[src/rtl/qrv_pkg.sv]
package qrv_pkg;
  localparam int ZC_W = 4;
  typedef logic [ZC_W-1:0] zc_cnt_t;

  function automatic zc_cnt_t eff_target(input zc_cnt_t t);
    return (t == '0) ? zc_cnt_t'(1) : t;
  endfunction
endpackage

[src/rtl/qrv_valley_counter.sv]
module qrv_valley_counter (
  input  logic                        clk,
  input  logic                        rst,
  input  logic                        clr,
  input  logic                        inc,
  input  logic [qrv_pkg::ZC_W-1:0]    target,
  output logic                        hit
);
  import qrv_pkg::*;

  zc_cnt_t cnt;
  zc_cnt_t nxt;

  assign nxt = (cnt == '1) ? cnt : cnt + 1'b1;
  assign hit = inc && (nxt == eff_target(target));

  always_ff @(posedge clk) begin
    if (rst || clr)
      cnt <= '0;
    else if (inc)
      cnt <= nxt;
  end

  AST_ZC_STEP: assert property (@(posedge clk) disable iff (rst)
    (cnt != $past(cnt)) |-> (cnt == '0 || cnt == zc_cnt_t'($past(cnt) + 1'b1)));
endmodule

[src/rtl/qrv_blank_timer.sv]
module qrv_blank_timer #(
  parameter int SHORT_CYC = 4,
  parameter int LONG_CYC  = 12
) (
  input  logic clk,
  input  logic rst,
  input  logic start,
  input  logic sel_short,
  output logic busy
);
  localparam int BMAX = (LONG_CYC > SHORT_CYC) ? LONG_CYC : SHORT_CYC;
  localparam int BW   = $clog2(BMAX + 1);
  localparam logic [BW-1:0] SHORT_V = BW'(SHORT_CYC);
  localparam logic [BW-1:0] LONG_V  = BW'(LONG_CYC);

  logic [BW-1:0] cnt;

  always_ff @(posedge clk) begin
    if (rst)
      cnt <= '0;
    else if (start)
      cnt <= sel_short ? SHORT_V : LONG_V;
    else if (cnt != '0)
      cnt <= cnt - 1'b1;
  end

  assign busy = (cnt != '0);

  AST_BLANK_LOADS: assert property (@(posedge clk) disable iff (rst)
    start |=> busy);
endmodule

[src/rtl/qrv_restart_timer.sv]
module qrv_restart_timer #(
  parameter int PERIOD = 40
) (
  input  logic clk,
  input  logic rst,
  input  logic arm,
  output logic due
);
  localparam int RW = $clog2(PERIOD);
  localparam logic [RW-1:0] LAST = RW'(PERIOD - 1);

  logic [RW-1:0] cnt;

  always_ff @(posedge clk) begin
    if (rst || !arm)
      cnt <= '0;
    else if (cnt != LAST)
      cnt <= cnt + 1'b1;
  end

  assign due = arm && (cnt == LAST);

  AST_RESTART_ARMED: assert property (@(posedge clk) disable iff (rst)
    due |-> $past(arm));
endmodule

[src/rtl/qrv_prot.sv]
module qrv_prot (
  input  logic clk,
  input  logic rst,
  input  logic trip,
  input  logic mains_uv,
  input  logic gate_on,
  input  logic supply_low,
  output logic block,
  output logic prot_q,
  output logic uv_q
);
  logic prot_d;
  logic uv_d;

  assign prot_d = supply_low ? 1'b0 : (prot_q | trip);
  assign uv_d   = supply_low ? 1'b0 : (uv_q | (mains_uv & ~gate_on));
  assign block  = prot_d | uv_d;

  always_ff @(posedge clk) begin
    if (rst) begin
      prot_q <= 1'b0;
      uv_q   <= 1'b0;
    end else begin
      prot_q <= prot_d;
      uv_q   <= uv_d;
    end
  end

  AST_PROT_STICKY: assert property (@(posedge clk) disable iff (rst)
    (prot_q && !supply_low) |=> prot_q);
  AST_UV_STICKY: assert property (@(posedge clk) disable iff (rst)
    (uv_q && !supply_low) |=> uv_q);
endmodule

[src/rtl/qr_valley_ctrl.sv]
module qr_valley_ctrl #(
  parameter int MIN_ON      = 3,
  parameter int BLANK_SHORT = 4,
  parameter int BLANK_LONG  = 12,
  parameter int RESTART     = 40
) (
  input  logic                     clk,
  input  logic                     rst,
  input  logic                     zc_low,
  input  logic                     zc_high,
  input  logic                     cs_trip,
  input  logic                     ovp,
  input  logic                     fault,
  input  logic                     mains_uv,
  input  logic                     supply_low,
  input  logic                     inhibit,
  input  logic [qrv_pkg::ZC_W-1:0] valley_target,
  output logic                     gate
);
  logic gate_q, gate_d;
  logic zc_prev, zc_edge;
  logic blank_busy, restart_due, valley_hit;
  logic latch_block, prot_q, uv_q;
  logic hold_off, start_ok, count_en, turn_off, min_met;

  assign zc_edge  = zc_low & ~zc_prev;
  assign hold_off = latch_block | supply_low | ~zc_low | inhibit;
  assign start_ok = ~gate_q & ~blank_busy & ~hold_off;
  assign count_en = zc_edge & start_ok;

  generate
    if (MIN_ON <= 1) begin : g_no_min
      assign min_met = 1'b1;
    end else begin : g_min
      localparam int ON_W = $clog2(MIN_ON);
      localparam logic [ON_W-1:0] ON_LAST = ON_W'(MIN_ON - 1);
      logic [ON_W-1:0] on_cnt;
      always_ff @(posedge clk) begin
        if (rst || !gate_q)
          on_cnt <= '0;
        else if (on_cnt != ON_LAST)
          on_cnt <= on_cnt + 1'b1;
      end
      assign min_met = (on_cnt == ON_LAST);
    end
  endgenerate

  always_comb begin
    if (hold_off)
      gate_d = 1'b0;
    else if (gate_q)
      gate_d = ~(cs_trip & min_met);
    else
      gate_d = start_ok & (valley_hit | restart_due);
  end

  assign turn_off = gate_q & ~gate_d;

  always_ff @(posedge clk) begin
    if (rst) begin
      gate_q  <= 1'b0;
      zc_prev <= 1'b1;
    end else begin
      gate_q  <= gate_d;
      zc_prev <= zc_low;
    end
  end

  assign gate = gate_q;

  qrv_valley_counter u_count (
    .clk(clk), .rst(rst), .clr(gate_q), .inc(count_en),
    .target(valley_target), .hit(valley_hit)
  );

  qrv_blank_timer #(.SHORT_CYC(BLANK_SHORT), .LONG_CYC(BLANK_LONG)) u_blank (
    .clk(clk), .rst(rst), .start(turn_off), .sel_short(zc_high), .busy(blank_busy)
  );

  qrv_restart_timer #(.PERIOD(RESTART)) u_restart (
    .clk(clk), .rst(rst), .arm(~gate_q & zc_low), .due(restart_due)
  );

  qrv_prot u_prot (
    .clk(clk), .rst(rst), .trip(ovp | fault), .mains_uv(mains_uv),
    .gate_on(gate_q), .supply_low(supply_low), .block(latch_block),
    .prot_q(prot_q), .uv_q(uv_q)
  );

  AST_HIGH_FORCES_OFF: assert property (@(posedge clk) disable iff (rst)
    !zc_low |=> !gate);
  AST_ON_HOLD: assert property (@(posedge clk) disable iff (rst)
    (gate_q && !min_met && !hold_off) |=> gate_q);
  AST_BLANK_NO_ON: assert property (@(posedge clk) disable iff (rst)
    blank_busy |=> !gate_q);
  AST_LATCH_BLOCKS: assert property (@(posedge clk) disable iff (rst)
    (prot_q || uv_q) |-> !gate_q);
  AST_UV_ONLY_OFF: assert property (@(posedge clk) disable iff (rst)
    $rose(uv_q) |-> !$past(gate_q));
  AST_INHIBIT_OFF: assert property (@(posedge clk) disable iff (rst)
    inhibit |=> !gate);
endmodule

[config.mk]
export PLATFORM = sky130hd
export DESIGN_NAME = qr_valley_ctrl
export DESIGN_NICKNAME = d
export VERILOG_FILES = /design/src/rtl/qrv_pkg.sv /design/src/rtl/qrv_valley_counter.sv /design/src/rtl/qrv_blank_timer.sv /design/src/rtl/qrv_restart_timer.sv /design/src/rtl/qrv_prot.sv /design/src/rtl/qr_valley_ctrl.sv
export SDC_FILE = /design/constraint.sdc
export NUM_CORES = 1
export LEC_CHECK = 0
export ABC_CLOCK_PERIOD_IN_PS = 1800
export BUFFER_PORTS_ARGS = -buffer_cell sky130_fd_sc_hd__buf_2
export CAP_MARGIN = 20
export CORE_MARGIN = 5
export CORE_UTILIZATION = 55
export CTS_CLUSTER_DIAMETER = 150
export DETAILED_ROUTE_END_ITERATION = 16
export GPL_TIMING_DRIVEN = 1
export HOLD_SLACK_MARGIN = 0.08
export PLACE_DENSITY = 0.77
export SLEW_MARGIN = 40
export SYNTH_ARGS = -nofsm -noshare
export SYNTH_HDL_FRONTEND = slang
export SYNTH_SLANG_ARGS = --single-unit
[constraint.sdc]
create_clock -name clk -period 1.8 [get_ports clk]
set_input_delay 0 -clock clk [delete_from_list [all_inputs] [get_ports clk]]
set_output_delay 0 -clock clk [all_outputs]
set_load 0.02 [all_outputs]
==> results of run 1 <==
==> cells by family after synthesis <==
kind of cell	after synthesis
AO/OA/AOI/OAI	17
flip-flops	20
adder cells (fa/ha/maj)	5
AND/OR/NAND/NOR	60
XOR/XNOR	9
buffers and inverters	5
multiplexers	3
==> power groups by stage <==
stage / Combinational (mW) / Clock (mW) / Sequential, mW
2_1_floorplan: 0.259 / 0 / 0.525
3_3_place_gp: 0.307 / 0 / 0.532
3_5_place_dp: 0.314 / 0 / 0.534
4_1_cts: 0.331 / 0.380 / 0.522
5_1_grt: 0.392 / 0.400 / 0.531
6_report: 0.349 / 0.374 / 0.523
==> synth_stat cells, types with 2 or more instances <==
cell type,n
sky130_fd_sc_hd__dfxtp_1,20
sky130_fd_sc_hd__nor2_1,16
sky130_fd_sc_hd__nand2_1,13
sky130_fd_sc_hd__nor3_1,10
sky130_fd_sc_hd__xor2_1,6
sky130_fd_sc_hd__ha_1,5
sky130_fd_sc_hd__nand3_1,5
sky130_fd_sc_hd__a21oi_1,3
sky130_fd_sc_hd__and2_1,3
sky130_fd_sc_hd__inv_1,3
sky130_fd_sc_hd__mux2i_1,3
sky130_fd_sc_hd__xnor2_1,3
sky130_fd_sc_hd__a211oi_1,2
sky130_fd_sc_hd__a31oi_1,2
sky130_fd_sc_hd__nor3_2,2
sky130_fd_sc_hd__or2_2,2
sky130_fd_sc_hd__or3_1,2
==> metal layers <==
metal	global-route usage (%)	part of all wire, %
met2	32.9	51
met4	7.47	1.6
met5	0	0
met1	23.4	44
met3	3.32	3.0
==> critical path, delay by kind of cell (launching register included) <==
kind | cells | cell delay (ns)
adders and majority gates | 1 | 0.20
DFF | 1 | 0.33
buffers and inverters | 1 | 0.11
AOI/OAI and AO/OA | 2 | 0.44
and+or+nand+nor | 3 | 0.46
==> area by class of cell <==
class	count	area, sq um	area share, %
timing repair buffer	24	168	12.7
sequential	20	400	30.4
multi-input combinational	94	648	49.2
inverter	4	15.0	1.14
clock inverter	1	30.0	2.28
tap	27	33.8	2.56
clock buffer	3	22.5	1.71
==> per-stage QoR <==
stage / cells / total power [mW]
4_1_cts: 173 / 1.23
3_5_place_dp: 160 / 0.848
5_1_grt: 173 / 1.32
6_report: 173 / 1.24
3_3_place_gp: 160 / 0.839
2_1_floorplan: 119 / 0.784
==> timing repair <==
item,4_1_cts,5_1_grt
endpoints found under the setup margin,0,2
hold endpoints to repair,12,0
resized for setup,0,1
hold buffers,9,0
==> cells in the final DEF, fill, tap and decap left out, types with 2 or more instances in the layout <==
cell,netlist,routed
sky130_fd_sc_hd__dfxtp_1,20,20
sky130_fd_sc_hd__nor2_1,16,16
sky130_fd_sc_hd__buf_2,0,14
sky130_fd_sc_hd__nand2_1,13,13
sky130_fd_sc_hd__nor3_1,10,10
sky130_fd_sc_hd__dlygate4sd3_1,0,9
sky130_fd_sc_hd__xor2_1,6,6
sky130_fd_sc_hd__nand3_1,5,5
sky130_fd_sc_hd__ha_1,5,5
sky130_fd_sc_hd__inv_1,3,3
sky130_fd_sc_hd__mux2i_1,3,3
sky130_fd_sc_hd__a21oi_1,3,3
sky130_fd_sc_hd__xnor2_1,3,3
sky130_fd_sc_hd__clkbuf_4,0,3
sky130_fd_sc_hd__a31oi_1,2,2
sky130_fd_sc_hd__nor3_2,2,2
sky130_fd_sc_hd__and2_1,3,2
sky130_fd_sc_hd__or3_1,2,2
sky130_fd_sc_hd__or2_2,2,2
sky130_fd_sc_hd__a211oi_1,2,2
==> registers in the layout, summed over array words and instances, names as in the netlist <==
register       cells
u_restart.cnt      6
u_blank.cnt        4
u_count.cnt        4
g_min.on_cnt       2
gate               1
u_prot.prot_q      1
u_prot.uv_q        1
zc_prev            1
==> path summary, 6_finish.rpt <==
check             cells past startpoint            start               to
setup / recovery                      7   u_blank.cnt[0]   u_count.cnt[2]
hold / removal                        4            fault             gate
setup reg to reg                      7   u_blank.cnt[0]   u_count.cnt[2]
hold reg to reg                       2  g_min.on_cnt[1]  g_min.on_cnt[1]
==> results.txt, run 1 <==
total gr overflow: 0
cell-by-cell trace of the critical path: inv_1 > ha_1 > and2_4 > nand4_4 > nor3_2 > a21oi_1 > a2111oi_1
mean post-synth cell area: 8.95 sq um
Design Area, Final: 0.00132 sq mm
critical path capture point type: register
worst max-slew margin expressed relative to the limit: 75.0%
largest family of logic cells by synthesized area: simple AND/OR/NAND/NOR gates
unrepaired setup endpoints after global routing: false
cell row count: 16
maxcap violations: 0
power share of the combinational group: 28.0%
transition at the pin with the smallest max-transition slack: 0.374 ns
first-pass GRT wire length: 4.06 mm
clock share of power: 30.0%
LEAKAGE: 0.520 nW
TritonCTS buffer count: 3
required time worst endpoint: 2.01 ns
fill cell count: 151
max incr delay on CP: 0.34 ns
most frequently used flop master after synthesis: sky130_fd_sc_hd__dfxtp_1
CTS tree: done
clock slew seen by the registers of the worst setup and hold paths: 0.12 ns
sum of negative setup slack: 0 ns
later-pin clock latency in the skew report: 0.31 ns
Total GRT Usage: 19.1%
Slowest cell on crit path: sky130_fd_sc_hd__a2111oi_1
Routed WL per cell: 12.7 um
adder and majority gate portion of the synthesized area: 5.88%
outcome: complete, no violations
simple-gate share of the synthesized area: 31.7%
global placer's final weighted congestion: 0.865
Compound-Gate Fraction of Synth Area: 12.8%
cell at the root of the clock tree: sky130_fd_sc_hd__clkbuf_4
initial core utilization: 56.0%
core area: 0.00190 sq mm
post-route core utilization: 69.3%
Final #Nets: 166
Syn Nets: 138
crit path time final: 1.64 ns
area of the die: 0.00292 sq mm
multiplexer share of the synthesized area: 2.82%
setup violators final: 0
share of the synthesized area in the top cell type: 37.6%
Initial DRT Pass Iterations: 4
detailed-route wire length: 2.20 mm
fraction of registers with async set or reset after synthesis: 0%
final hold slack: 0.0859 ns
post-route worst setup slack: 0.160 ns
number of antenna violations at the first check in global routing: 0
crit share post-route: 91.1%
vias in the first global route: 943
worst slack at placement: 0.120 ns
maximum root-to-sink buffer count: 2
Worst setup SP type: register
number of synthesized register bits: 20
share of power burned in registers: 42.0%
Clock Skews: 0.00352 ns
buffer count from post-CTS setup fixing: 0
number of standard cells after synthesis: 119
height of the chip: 54 um
HPWL after detailed placement: 1.64 mm
synthesis warning total: 0
critical setup path kind: reg2reg
fraction of layout cells with a size suffix above 1: 21.2%
Power per Cell Area: 945 mW/mm^2
post-synthesis xor/xnor area fraction: 7.40%
switching share of power: 28.7%
count of nets left with antenna violations after detail routing: 0
class of the most critical hold timing path: in2reg
cell taking the most area after synthesis: sky130_fd_sc_hd__dfxtp_1
number of I/O pins: 15
Worst Path Arrival: 1.85 ns
number of synthesized flops with an enable pin: 0
Unique masters post-synth: 36
Internal Dissipation: 0.888 mW
via count of the routed design: 948
largest net degree at the start of global routing: 13
hold violation total from the final report: 0
upper clock frequency limit: 610 MHz
cell area after placement: 0.00117 sq mm
main area contributors after synthesis: sky130_fd_sc_hd__dfxtp_1 (38%), sky130_fd_sc_hd__ha_1 (5.9%), sky130_fd_sc_hd__nor2_1 (5.6%), sky130_fd_sc_hd__xor2_1 (4.9%), sky130_fd_sc_hd__nor3_1 (4.7%)
post-detailed-route DRC marker count: 0
number of DRC markers in iteration 0: 17
count of input and output buffers: 14
crit path max fanout: 4
number of antenna diodes: 0
Worst R2R Setup Slack: 0.16 ns
Horiz. Die Dim: 54 um
fin. max-slew vios: 0
total net switching power: 0.357 mW
area added between synthesis and finish: 23.7%
area of the mapped netlist: 0.00106 sq mm
largest vdd supply drop: 651 uV
sequential share of the synthesized area: 37.6%
via/cell ratio: 5.48
number of sinks handled by clock tree synthesis: 20
number of H-tree levels: 1
Note: power is estimated with default switching activity, not from simulation.
==> run 2: changes to the inputs <==
CORE_ASPECT_RATIO = 0.5   (was default)
CORE_UTILIZATION = 35   (was 55)
PLACE_DENSITY = default   (was 0.77)
==> run 2 against run 1 <==
Net effect:
- first-iteration DRC count rose by 59%
- critical path depth did not move
- sequential power barely moved
- non-clock buffer count fell by 3
- via count fell by 4.6%
==> results.txt, run 2 (synthesized netlist as in run 1, its figures left out) <==
outcome: complete, no violations
crit path max fanout: 4
transition at the pin with the smallest max-transition slack: 0.369 ns
number of sinks handled by clock tree synthesis: 20
count of input and output buffers: 14
Routed WL per cell: 11.8 um
most common cell after layout, fill and taps aside: sky130_fd_sc_hd__dfxtp_1
count of nets left with antenna violations after detail routing: 0
core area: 0.00296 sq mm
number of flip-flops in the largest register: 6
LEAKAGE: 0.507 nW
total gr overflow: 0
later-pin clock latency in the skew report: 0.26 ns
Final #Nets: 163
post-route core utilization: 44.2%
largest vdd supply drop: 543 uV
via count of the routed design: 904
fin. max-slew vios: 0
crit share post-route: 97.3%
maxcap violations: 0
area added between synthesis and finish: 22.9%
height of the chip: 49 um
global placer's final weighted congestion: 0.879
upper clock frequency limit: 571 MHz
Clock Skews: 0.00104 ns
post-route worst setup slack: 0.0489 ns
HPWL after detailed placement: 1.59 mm
maximum root-to-sink buffer count: 2
number of H-tree levels: 1
detailed-route wire length: 2.16 mm
required time worst endpoint: 1.95 ns
number of DRC markers in iteration 0: 27
fraction of layout cells with a size suffix above 1: 23.1%
register containing the most flip-flops in the final layout: u_restart.cnt
number of antenna violations at the first check in global routing: 0
Worst Path Arrival: 1.90 ns
final hold slack: 0.0975 ns
worst max-slew margin expressed relative to the limit: 75.3%
cell row count: 14
via/cell ratio: 4.94
area of the die: 0.00431 sq mm
initial core utilization: 36.0%
clock slew seen by the registers of the worst setup and hold paths: 0.07 ns
commonest non-fill, non-tap cells in the layout: sky130_fd_sc_hd__dfxtp_1 (20), sky130_fd_sc_hd__nor2_1 (16), sky130_fd_sc_hd__buf_2 (14), sky130_fd_sc_hd__nand2_1 (13), sky130_fd_sc_hd__nor3_1 (10)
class of the most critical hold timing path: in2reg
hold violation total from the final report: 0
largest net degree at the start of global routing: 13
Total GRT Usage: 10.4%
placed insts: 174
first-pass GRT wire length: 3.55 mm
vias in the first global route: 817
setup violators final: 0
TritonCTS buffer count: 3
Final Instance Count excl. Fillers: 183
number of antenna diodes: 0
critical setup path kind: reg2reg
number of I/O pins: 15
crit path time final: 1.75 ns
worst slack at placement: 0.0954 ns
Power per Cell Area: 917 mW/mm^2
cell at the root of the clock tree: sky130_fd_sc_hd__clkbuf_8
Initial DRT Pass Iterations: 4
critical path capture point type: register
Horiz. Die Dim: 88 um
post-detailed-route DRC marker count: 0
Worst setup SP type: register
Worst R2R Setup Slack: 0.05 ns
leading registers by flop count: u_restart.cnt (6), u_blank.cnt (4), u_count.cnt (4)
CTS tree: done
## run 2: cell types whose count changed in the layout (fill, tap and decap cells not counted)
cell                            before  now
sky130_fd_sc_hd__dlygate4sd3_1       9    5
sky130_fd_sc_hd__buf_4               1    2
sky130_fd_sc_hd__a2111oi_2           1    2
sky130_fd_sc_hd__bufinv_16           1    0
sky130_fd_sc_hd__clkbuf_8            0    4
sky130_fd_sc_hd__a2111oi_1           1    0
sky130_fd_sc_hd__clkbuf_4            3    0
## run 2: worst max-delay path, stage by stage (launching register included)
cell,delay (ns)
sky130_fd_sc_hd__dfxtp_1,0.31
sky130_fd_sc_hd__inv_1,0.11
sky130_fd_sc_hd__ha_1,0.21
sky130_fd_sc_hd__and2_4,0.18
sky130_fd_sc_hd__nand4_4,0.12
sky130_fd_sc_hd__nor3_2,0.23
sky130_fd_sc_hd__a21oi_1,0.13
sky130_fd_sc_hd__a2111oi_2,0.36
## run 2: final timing paths
path	depth (start not counted)	endpoint	start
min reg2reg	2	g_min.on_cnt[1]	g_min.on_cnt[1]
max	7	u_count.cnt[2]	u_blank.cnt[0]
min	2	u_blank.cnt[1]	rst
max reg2reg	7	u_count.cnt[2]	u_blank.cnt[0]
## run 2: metal layers
layer,wire (um),vias up,global-route usage [%]
met4,0,0,2.81
met5,0,-,0
met1,1050,422,13.6
met3,52,0,3.71
li1,-,476,-
met2,1060,6,16.1
## run 2: what timing repair did
action | 4_1_cts | 5_1_grt
endpoints found under the setup margin | 0 | 1
setup buffers | 0 | 0
gates resized for setup | 0 | 2
hold buffers | 5 | 0
endpoints found under the hold margin | 5 | 0
## run 2: report_power, final
group	switching [mW]	internal [mW]	leakage, nW
clock network	0.145	0.195	0.0288
registers	0.0322	0.490	0.163
logic	0.170	0.168	0.315
## run 2: area by class of cell
type	instances	area [sq um]
Fill cell	295	1650
Multi-Input combinational cell	94	653
Sequential cell	20	400
Timing Repair Buffer	21	135
Clock buffer	4	55.1
Tap cell	40	50.0
Inverter	4	15.0
## run 2: through the flow
step / power, mW / setup TNS [ns] / instance area, sq um
3_5_place_dp: 0.846 / 0 / 1200
5_1_grt: 1.30 / -0.0645 / 1310
4_1_cts: 1.20 / 0 / 1300
2_1_floorplan: 0.784 / 0 / 1060
3_3_place_gp: 0.841 / 0 / 1200
6_report: 1.20 / 0 / 1310
